`src/rtl/qpsk_branch_metric.sv`:
```
module qpsk_branch_metric #(
  parameter int SOFT_W = 6,
  parameter int MW     = 8,
  parameter int OFFSET = 127
) (
  input  logic              clk,
  input  logic              rst_n,
  input  logic              in_valid,
  output logic              in_ready,
  input  logic [SOFT_W-1:0] in_i,
  input  logic [SOFT_W-1:0] in_q,
  output logic              out_valid,
  input  logic              out_ready,
  output logic [4*MW-1:0]   out_metrics
);
  localparam int BASE_W = (MW > SOFT_W + 1) ? MW : SOFT_W + 1;
  localparam int SUM_W  = BASE_W + 2;
  localparam logic signed [SUM_W-1:0] OFF  = SUM_W'(OFFSET);
  localparam logic signed [SUM_W-1:0] MAXV = SUM_W'((1 << MW) - 1);

  logic signed [SUM_W-1:0] ie, qe;
  logic [4*MW-1:0] lanes;
  logic take;

  assign ie = {{(SUM_W-SOFT_W){in_i[SOFT_W-1]}}, in_i};
  assign qe = {{(SUM_W-SOFT_W){in_q[SOFT_W-1]}}, in_q};

  for (genvar k = 0; k < 4; k++) begin : g_lane
    logic signed [SUM_W-1:0] a, s;
    if (k[1]) begin : g_neg_i
      assign a = OFF - ie;
    end else begin : g_pos_i
      assign a = OFF + ie;
    end
    if (k[0]) begin : g_neg_q
      assign s = a - qe;
    end else begin : g_pos_q
      assign s = a + qe;
    end
    assign lanes[k*MW +: MW] = (s < 0)    ? '0 :
                               (s > MAXV) ? '1 : s[MW-1:0];
  end

  assign in_ready = !out_valid || out_ready;
  assign take     = in_valid && in_ready;

  always_ff @(posedge clk or negedge rst_n) begin
    if (!rst_n) begin
      out_valid   <= 1'b0;
      out_metrics <= '0;
    end else begin
      if (take) out_metrics <= lanes;
      if (in_ready) out_valid <= in_valid;
    end
  end
endmodule

```
`config.mk`:
```
export PLATFORM = sky130hd
export DESIGN_NAME = qpsk_branch_metric
export DESIGN_NICKNAME = d
export VERILOG_FILES = /design/src/rtl/qpsk_branch_metric.sv
export SDC_FILE = /design/constraint.sdc
export NUM_CORES = 1
export LEC_CHECK = 0
export BUFFER_PORTS_ARGS = -buffer_cell sky130_fd_sc_hd__clkbuf_2
export CORE_MARGIN = 2
export CORE_UTILIZATION = 43
export CTS_BUF_LIST = sky130_fd_sc_hd__clkbuf_4 sky130_fd_sc_hd__clkbuf_8
export CTS_CLUSTER_SIZE = 16
export DETAILED_ROUTE_END_ITERATION = 16
export GPL_ROUTABILITY_DRIVEN = 1
export GPL_TIMING_DRIVEN = 0
export PLACE_DENSITY = 0.66
export SLEW_MARGIN = 15
export SYNTH_ARGS = -nofsm -noshare
export SYNTH_HDL_FRONTEND = slang
export SYNTH_SLANG_ARGS = --single-unit
```
`constraint.sdc`:
```
create_clock -name clk -period 1.55 [get_ports clk]
set_input_delay 0.31 -clock clk [delete_from_list [all_inputs] [get_ports clk]]
set_output_delay 0.31 -clock clk [all_outputs]
set_load 0.01 [all_outputs]
```
---- Yosys cells after proc, flatten, opt, wreduce, memory -nomap -nowiden ----
Cells that the tools add are included.
Widths: inputs -> output; s select.
operators by class
  $add $sub $neg .......................... 6
  multiply operators ...................... 0
  divide/modulo/power cells ............... 0
  magnitude comparators ................... 8
  equal/unequal tests ..................... 0
  shift operators ......................... 0
  multiplexer cells ....................... 8
  bitwise logic cells ..................... 0
  reduce and logical (&&, ||, !) cells .... 3
operators with widths
  cell                 number
  $mux 8               8
  $gt 10x9->1 const B  4
  $lt 10x1->1 const B  4
  $add 9x6->10         2
  $sub 9x6->10         2
  $add 8x6->9 const A  1
  $sub 8x6->9 const A  1
  $logic_and 1x1->1    1
  $logic_not 1->1      1
  $logic_or 1x1->1     1
storage, ports and cells
  register bits after elaboration ......... 33
  latch bits .............................. 0
  memory bits (writable) .................. 0
  ROM bits ................................ 0
  input bits .............................. 16
  output and inout port bits .............. 34
  word-level logic and storage cells ...... 27
  memories ................................ 0

---- Depth between registers and ports, before layout ----
Gate-level depths: netlist of run 1.
  depth after elaboration ................. 5
  depth in mapped cells ................... 12

---- Worst setup path after synthesis of run 1 ----
Ideal clock, no wire load.
  path kind ............................... input to register
  from .................................... input port in_i[1]
  to ...................................... register out_metrics[15]
  library setup time ...................... 0.082 ns
  data arrival time ....................... 2.491 ns
  data required time ...................... 1.468 ns
  path slack .............................. -1.023 ns
  stages on the path ...................... 12
  path buffers ............................ 1
  cells stage by stage .................... inv_1 -> ha_1 -> nand3_1 -> o21ai_0 -> ha_1 -> buf_2 -> a2111oi_0 -> o211a_1 -> o2bb2ai_1 -> nand2_1 -> o21bai_1 -> a31oi_1
on the way
  longest elaborated chain between the ends .. 5
  elaborated cells between the ends (all ways) .. 6
  classes of those cells .................. 2 x add/sub; 2 x order compare; 2 x mux
RTL lines
  item                  RTL line  RTL
  from (decl)           10        input logic [SOFT_W-1:0] in_i,
  $add 8x6->9 *         33        assign a = OFF + ie;
  $sub 9x6->10 *        36        assign s = a - qe;
  $gt 10x9->1           41        (s > MAXV) ? '1 : s[MW-1:0];
  $mux 8                41
  $mux 8 *              40        assign lanes[k*MW +: MW] = (s < 0) ? '0 :
  to (signal assigned)  52        if (take) out_metrics <= lanes;
  to (decl)             14        output logic [4*MW-1:0] out_metrics
Mark *: on every way between the ends. The rest lies on a longest branch, timed or not.
A chain may end at the register's enable or synchronous reset.

---- Worst setup path in the final report of run 1 ----
  from .................................... input port in_q[0]
  to ...................................... register out_metrics[14]
on the way
  longest elaborated chain between the ends .. 4
  elaborated cells between the ends (all ways) .. 5
  classes of those cells .................. 1 x add/sub; 2 x order compare; 2 x mux
RTL lines
  item            RTL line  RTL
  from (decl)     11        input logic [SOFT_W-1:0] in_q,
  $sub 9x6->10 *  36
  $gt 10x9->1     41
  $mux 8          41
  $mux 8 *        40
Marks and branches as above.

==> impl_metrics.csv, run 1 <==
group,metric,value,unit
placed_design,dpl.hpwl,6300,um
synthesis,synthTopCellsByArea,"dfrtp_1 (27%), ha_1 (14%), nor2_1 (4.6%)",
floorplanning,rows,30,
power,peakVddDrop,0.383,mV
critical_path,cp.arrival,2610,ps
sta,setup_ws,-889,ps
placed_design,io_buffer_count,49,
synthesis,synth_edf_count,0,
clock_tree,cts_buffers,5,
finish,drive_above_1_share,43.6,%
clock_tree,clk_pin_slew,70,ps
sta,final-hold-violation-count,0,
synthesis,synth_cells,352,
route,drc,0,
route,wl,9520,um
sta,clock_skew,4.33,ps
clock_tree,root_buffer,"clkbuf_8",
sta,setup_viol,30,
synthesis,syn_area,3050,um2
route,vias,3097,
synthesis,synth.most_common_cell,"nor2_1",
synthesis,synth_top_cell_area_share,27.1,%
global_routing,grt_pass1_wl,14300,um
synthesis,synth-seq-cells,33,
synthesis,yosys.area.top_type,"dfrtp_1",
sta,worst_slew_pin_slew,859,ps
clock_tree,htreeDepth,2,
synthesis,synth-async-reset-ratio,100,%
floorplanning,die-area,7770,um2
route,viasPerCell,5.82,
placed_design,routabilityCongestion,0.869,
floorplanning,num_io_pins,50,
clock_tree,cts_tree,"done",
floorplanning,die_w,88.2,um
min_path,worstHoldPathType,"primary input to asynchronous set/reset pin",
finish,num-nets-final,489,
finish,antenna_cells,0,
global_routing,grtUsageTotal,23.9,%
route,drt_iter0_drc,181,
critical_path,critPathRequiredTime,1720,ps
critical_path,path_class,"primary input to flip-flop",
synthesis,synth_warnings,0,
critical_path,cp-start-kind,"primary input",
finish,area_delta_synth_final,46.2,%
sta,rsz0062_at_grt,"yes",
finish,post-route-util,65.2,%
route,ant_nets,0,
power,p_per_area,826,nW/um2
run,max_cap_violations,0,
sta,fin_crit,2440,ps
sta,fmax,0.410,GHz
run_status,outcome,"complete, but fails checks",
floorplanning,coreArea,6830,um2
global_routing,grt_max_degree,34,
synthesis,ys.flop_type,"dfrtp_1",
global_routing,antenna_found_initial,0,
floorplanning,start_util,44.6,%
sta,maxSlewHeadroom,42.8,%
run_status,failed_checks,"setup timing",
global_routing,first_global_vias,2889,
power,cellLeakagePower,1.92,nW
global_routing,gr-total-overflow,0,
synthesis,synth_common_cells,"nor2_1 (37), ha_1 (34), dfrtp_1 (33)",
synthesis,synth_nets,406,
clock_tree,hold_buffers,0,
synthesis,avgSynthCellArea,8.65,um2
sta,slew_viol_final,0,
clock_tree,clk_path_buf_depth,2,
critical_path,crit_path_end_kind,"flip-flop",
clock_tree,clock_latency,290,ps
critical_path,critPathMaxFanout,6,
sta,fin_crit_sh,157,%
clock_tree,cts_sinks,33,
placed_design,preCtsSetupSlack,-1350,ps
synthesis,ys_seq_area_share,27.1,%
synthesis,synth_cell_types,59,
floorplanning,die_h,88.2,um
route,post_drt_wl_per_cell,17.9,um
route,first_pass_iters,4,
## area by class of cell
cell class / instances / area, um2
timing repair buffer: 80 / 573
clock buffer: 7 / 96.3
fill: 546 / 2380
tap: 96 / 120
inverter: 26 / 125
sequential: 33 / 826
multi-input combinational: 279 / 2620
buffer: 10 / 83.8
clock inverter: 1 / 5.00
## path summary, 6_finish.rpt
kind	start	endpoint	slack, ps	cells past startpoint
worst max-delay path	in_q[0]	out_metrics[14]	-890	10
worst min-delay path	rst_n	out_metrics[29]	110	1
worst max register to register	out_valid	out_metrics[4]	-430	6
worst min register to register	out_metrics[8]	out_metrics[8]	490	1
max in group asynchronous	rst_n	out_metrics[10]	890	1
min in group clk	in_valid	out_valid	230	2
## worst max-delay path, stage by stage
cell	delay, ps
clkbuf_2	140
ha_1	280
inv_1	150
fa_2	370
a211o_1	280
and3_4	190
a221o_4	480
buf_6	150
o21bai_1	150
a31oi_1	100
## sequential cells by signal, indices dropped and copies added, names as in the netlist
name	cells
out_valid	1
out_metrics	32
## routing by layer
metal  share of wire [%]  track usage (%)  vias up
li1                    -                -     1454
met1                  45             32.9     1508
met2                  47             39.8      120
met3                 5.2             3.02       15
met4                 2.0             6.34        0
met5                   0                0        -
## report_power, final
group          switching (mW)  internal [mW]
sequential             0.0906           1.01
combinational            1.01          0.820
clock                   0.341          0.402
total                    1.44           2.24
## kinds of logic (layout without fill, tap and decap cells)
logic type / Yosys count / after routing / synth area share [%]
buffers and inverters: 40 / 124 / 5.46
AO/OA/AOI/OAI: 120 / 120 / 28.9
XOR/XNOR: 19 / 19 / 5.46
flip-flops: 33 / 33 / 27.1
AND/OR/NAND/NOR: 102 / 102 / 16.5
adder cells (fa/ha/maj): 38 / 38 / 16.6
## per-stage QoR
step                      hold WS [ps]  instance area, um2  setup TNS [ps]  cells  power [mW]
after floorplan                   14.4                3210          -15830    352        2.09
after global placement             431                3580          -29290    497        2.49
after detailed placement           457                3580          -30180    497        2.52
after CTS                          147                4140          -14560    527        3.43
after global routing               188                4450          -20290    532        3.87
final                              111                4450          -18020    532        3.68
## repair_timing
action                     CTS  global route
gates cloned                 1             0
setup endpoints to repair   32            32
resized for setup           61            57
pin swaps                   41            38
setup buffers               21            12
## cells in the final DEF (no fill, tap or decap), drive strengths merged, types with 3 or more instances in the layout
cell type	instances
clkbuf	59
o211ai	6
xnor2	11
nor3	6
fa	4
a31oi	11
a21boi	3
xor2	8
inv	23
a21oi	24
nor2	37
a211oi	7
ha	34
nand3	3
a22o	5
o21ai	10
a21o	3
nand2	24
a221o	3
nor2b	4
and3	4
nor3b	3
dfrtp	33
o21a	11
o221ai	5
buf	38
o21bai	11
nand2b	7
a22oi	6
No activity file was read; power rests on OpenSTA's default activity.
==> inputs of run 2 (changes only) <==
==> constraint.sdc (replaced) <==
create_clock -name clk -period 2.2 [get_ports clk]
set_input_delay 0.44 -clock clk [delete_from_list [all_inputs] [get_ports clk]]
set_output_delay 0.44 -clock clk [all_outputs]
set_load 0.01 [all_outputs]
==> impl_metrics.csv, run 2 (same netlist as run 1, synthesis figures left out) <==
group,metric,value,unit
clock_tree,cts_sinks,33,
route,drc,0,
route,drt_iter0_drc,128,
clock_tree,htreeDepth,2,
placed_design,routabilityCongestion,0.926,
clock_tree,clk_path_buf_depth,2,
global_routing,grtUsageTotal,22.0,%
power,p_int,1.47,mW
run_status,failed_checks,"setup timing",
sta,slew_viol_final,0,
route,ant_nets,0,
critical_path,cpPeakStageDelay,460,ps
route,viasPerCell,5.61,
floorplanning,num_io_pins,50,
placed_design,io_buffer_count,49,
clock_tree,cts_tree,"done",
power,p_per_area,586,nW/um2
clock_tree,clk_pin_slew,80,ps
critical_path,cp.depth,11,
critical_path,cp.arrival,2770,ps
power,pwr-share-clk,19.5,%
sta,fmax,0.386,GHz
global_routing,grt_max_degree,34,
critical_path,crit_path_end_kind,"flip-flop",
finish,largest_register_ff_count,32,
finish,final_common_cell,"clkbuf_2",
power,total_power,2.43,mW
power,peakVddDrop,0.235,mV
critical_path,path_class,"primary input to flip-flop",
floorplanning,die_w,88.2,um
critical_path,crit_chain,"clkbuf_16 > clkinvlp_4 > ha_4 > inv_4 > fa_2 > a211o_1 > and3_4 > a221o_4 > nor3_2 > o221ai_1 > o21a_1",
sta,fin_crit_sh,118,%
global_routing,grt_pass1_wl,13400,um
sta,setup_viol,17,
sta,fin_crit,2590,ps
critical_path,crit_slowest_cell,"a221o_4",
finish,seq_area,826,um2
power,cellLeakagePower,1.82,nW
critical_path,crit_family,"compound AO/OA/AOI/OAI gates",
finish,post-route-util,60.7,%
sta,finalSetupTns,-4520,ps
sta,maxSlewHeadroom,43.0,%
finish,num-nets-final,485,
floorplanning,coreArea,6830,um2
finish,multi_input_area,2440,um2
finish,antenna_cells,0,
power,swShare,39.4,%
power,seqPwrFrac,32.0,%
sta,worst_slew_pin_slew,855,ps
route,vias,2962,
route,wl,8600,um
critical_path,ff2ff_path_depth,7,
finish,max_flop_register,"out_metrics",
power,comb_power_share,48.5,%
critical_path,critPathRequiredTime,2380,ps
power,power.switching,958,uW
run_status,outcome,"complete, but fails checks",
global_routing,gr-total-overflow,0,
finish,n_fill_cell,619,
clock_tree,hold_buffers,0,
critical_path,cp-start-kind,"primary input",
sta,setup_ws,-392,ps
min_path,worstHoldPathType,"primary input to asynchronous set/reset pin",
sta,rsz0062_at_grt,"yes",
route,first_pass_iters,4,
critical_path,path_buf_inv,3,
finish,drive_above_1_share,36.8,%
global_routing,antenna_found_initial,0,
finish,top_regs,"out_metrics x32, out_valid x1",
sta,final-hold-violation-count,0,
clock_tree,clock_latency,290,ps
run,max_cap_violations,0,
floorplanning,die-area,7770,um2
placed_design,dpl.hpwl,6360,um
clock_tree,cts_buffers,5,
global_routing,first_global_vias,2673,
floorplanning,start_util,44.6,%
finish,area_delta_synth_final,36.1,%
floorplanning,die_h,88.2,um
placed_design,preCtsSetupSlack,-876,ps
floorplanning,rows,30,
critical_path,critPathMaxFanout,8,
route,post_drt_wl_per_cell,16.3,um
sta,clock_skew,6.35,ps
finish,final_cell_mix,"clkbuf_2 (45), dfrtp_1 (33), nor2_1 (30)",
clock_tree,root_buffer,"clkbuf_8",
## run 2: metrics by stage
stage	instances	area, um2	hold WS, ps
after floorplan	352	3160	144
after global placement	497	3530	475
after detailed placement	497	3530	479
after CTS	516	3820	265
after global routing	528	4150	324
final	528	4150	247
## run 2: final timing paths
| kind | end | startpoint | slack, ps |
|---|---|---|---|
| worst max-delay path | out_metrics[11] | in_i[1] | -390 |
| worst min-delay path | out_metrics[21] | rst_n | 250 |
| worst max register to register | out_metrics[3] | out_valid | 200 |
| worst min register to register | out_metrics[9] | out_metrics[9] | 490 |
| max in group asynchronous | out_metrics[9] | rst_n | 1420 |
| min in group clk | out_valid | in_valid | 360 |
## run 2: routing by layer
| layer | up-vias | part of all wire (%) | track usage, % |
|---|---|---|---|
| met2 | 78 | 46 | 33.8 |
| met4 | 0 | 1.2 | 4.96 |
| li1 | 1436 | - | - |
| met3 | 9 | 3.5 | 2.64 |
| met5 | - | 0 | 0 |
| met1 | 1439 | 49 | 33.0 |
## run 2: power by group through the flow
stage	Sequential, mW	Combinational [mW]	Clock (mW)
global route	0.791	1.28	0.504
global placement	0.786	0.957	0
floorplan	0.836	0.621	0
finish	0.776	1.18	0.474
CTS	0.777	1.03	0.479
detailed placement	0.789	0.971	0
## run 2: cell type report
| cell class | count | area share, % |
|---|---|---|
| timing repair buffer | 74 | 11.5 |
| sequential | 33 | 19.9 |
| buffer | 12 | 1.81 |
| clock buffer | 6 | 1.84 |
| tap | 96 | 2.90 |
| multi-input combinational | 279 | 59.0 |
| clock inverter | 2 | 0.241 |
| inverter | 26 | 2.84 |
## run 2: what timing repair did
| item | in CTS | in global routing |
|---|---|---|
| resized for setup | 21 | 59 |
| endpoints found under the setup margin | 25 | 25 |
| pin swaps | 18 | 31 |
| buffers inserted | 11 | 15 |
| gates cloned | 0 | 0 |
## run 2: worst reg2reg max path, stage by stage, from the launching register on
cell and delay, ps:
dfrtp_1 380, nand2b_1 120, and2_1 140, clkbuf_1 370, nand2_1 270, a31oi_2 340, nor2_4 110, a22oi_1 180
==> inputs of run 3 (changes only) <==
--- a/config.mk
+++ b/config.mk
@@ -12,7 +12,6 @@
 export CTS_CLUSTER_SIZE = 16
 export DETAILED_ROUTE_END_ITERATION = 16
 export GPL_ROUTABILITY_DRIVEN = 1
-export GPL_TIMING_DRIVEN = 0
 export PLACE_DENSITY = 0.66
 export SLEW_MARGIN = 15
 export SYNTH_ARGS = -nofsm -noshare
==> impl_metrics.csv, run 3 (same netlist as run 1, synthesis figures left out) <==
group,metric,value,unit
route,drc,0,
run_status,failed_checks,"setup timing",
finish,drive_above_1_share,47.6,%
critical_path,cp.arrival,2650,ps
clock_tree,clk_path_buf_depth,2,
sta,setup_viol,18,
finish,largest_register_ff_count,32,
route,ant_nets,0,
floorplanning,rows,30,
sta,setup_ws,-247,ps
finish,final_cell_mix,"buf_4 (90), clkbuf_2 (46), dfrtp_1 (33)",
power,peakVddDrop,0.235,mV
clock_tree,cts_sinks,33,
global_routing,first_global_vias,3035,
route,drt_iter0_drc,179,
placed_design,routabilityCongestion,0.951,
finish,seq_area,826,um2
finish,top_regs,"out_metrics x32, out_valid x1",
route,viasPerCell,5.51,
finish,area_delta_synth_final,56.1,%
clock_tree,htreeDepth,2,
sta,slew_viol_final,0,
route,wl,9680,um
critical_path,path_class,"primary input to flip-flop",
global_routing,use_met1,33.0,%
sta,rsz0062_at_grt,"yes",
floorplanning,num_io_pins,50,
clock_tree,clock_latency,290,ps
clock_tree,cts_tree,"done",
critical_path,reg2reg_slack,540,ps
route,post_drt_wl_per_cell,16.5,um
global_routing,grtUsageTotal,24.1,%
sta,final-hold-violation-count,0,
power,cellLeakagePower,2.15,nW
sta,clock_skew,3.94,ps
finish,final_common_cell,"buf_4",
finish,max_flop_register,"out_metrics",
floorplanning,die-area,7770,um2
critical_path,critPathRequiredTime,2400,ps
placed_design,io_buffer_count,49,
sta,worst_slew_pin_slew,817,ps
finish,multi_input_area,2580,um2
floorplanning,die_h,88.2,um
sta,fin_crit_sh,111,%
global_routing,grt_max_degree,34,
run_status,outcome,"complete, but fails checks",
power,p_per_area,554,nW/um2
sta,fmax,0.409,GHz
min_path,worstHoldPathType,"primary input to asynchronous set/reset pin",
clock_tree,root_buffer,"clkbuf_8",
finish,n_fill_cell,497,
floorplanning,coreArea,6830,um2
global_routing,grtUsageMet3,3.39,%
clock_tree,cts_buffers,5,
global_routing,antenna_found_initial,0,
power,total_power,2.63,mW
floorplanning,die_w,88.2,um
floorplanning,start_util,44.6,%
sta,fin_crit,2450,ps
global_routing,top_usage_layer,"met2",
global_routing,met2_usage,38.2,%
global_routing,grt_pass1_wl,14600,um
finish,num-nets-final,544,
sta,maxSlewHeadroom,45.5,%
critical_path,crit_path_end_kind,"flip-flop",
global_routing,gr-total-overflow,0,
critical_path,critPathMaxFanout,8,
finish,post-route-util,69.6,%
placed_design,dpl.hpwl,6990,um
finish,antenna_cells,0,
route,first_pass_iters,4,
clock_tree,clk_pin_slew,70,ps
route,vias,3229,
run,max_cap_violations,0,
critical_path,cp-start-kind,"primary input",
## run 3: where the power goes
group	internal [mW]	total (mW)	leakage (nW)	switching, mW
Combinational	0.662	1.37	1.69	0.709
Sequential	0.715	0.776	0.411	0.0611
Clock	0.261	0.487	0.0477	0.226
Total	1.64	2.63	2.15	0.996
## run 3: stage by stage
| stage | hold WS [ps] | worst slack, ps | setup TNS [ps] | instances | area, um2 |
|---|---|---|---|---|---|
| final | 233 | -247 | -3530 | 586 | 4750 |
| after global placement | 474 | -614 | -11450 | 569 | 4090 |
| after floorplan | 144 | -435 | -4460 | 352 | 3160 |
| after global routing | 317 | -317 | -4870 | 586 | 4750 |
| after detailed placement | 478 | -661 | -12700 | 569 | 4090 |
| after CTS | 268 | -242 | -3710 | 583 | 4410 |
## run 3: final timing paths
| path | startpoint | cells after the start | endpoint |
|---|---|---|---|
| worst max-delay path | in_i[1] | 13 | out_metrics[5] |
| worst min-delay path | rst_n | 1 | out_metrics[21] |
| worst max register to register | out_valid | 6 | out_metrics[3] |
| worst min register to register | out_metrics[23] | 2 | out_metrics[23] |
| max in group asynchronous | rst_n | 1 | out_metrics[7] |
| min in group clk | in_valid | 2 | out_valid |
## run 3: cell type report
class,count,share of cell area [%]
Multi-Input combinational cell,279,54.3
Tap cell,96,2.53
Clock buffer,7,1.89
Sequential cell,33,17.4
Inverter,26,2.34
Timing Repair Buffer,145,21.5
## run 3: critical path: stages
cell and delay (ps):
clkbuf_16 120, clkinvlp_4 90, ha_4 190, xor2_4 190
ha_4 230, buf_6 110, buf_6 120, o21bai_4 120
nand2_2 80, a211oi_4 300, and4_4 280, o211ai_4 150
a31oi_1 220
## run 3: metal layers
layer | part of all wire [%] | vias up | wire length [um]
li1 | - | 1554 | -
met4 | 3.2 | 0 | 310
met2 | 47 | 104 | 4510
met5 | 0 | - | 0
met3 | 4.9 | 25 | 474
met1 | 45 | 1546 | 4380
## run 3: repair_timing
item,4_1_cts,5_1_grt
hold buffers,0,0
pin swaps,23,49
cloned,0,0
buffers inserted,8,3
setup endpoints to repair,19,24
resized for setup,30,60
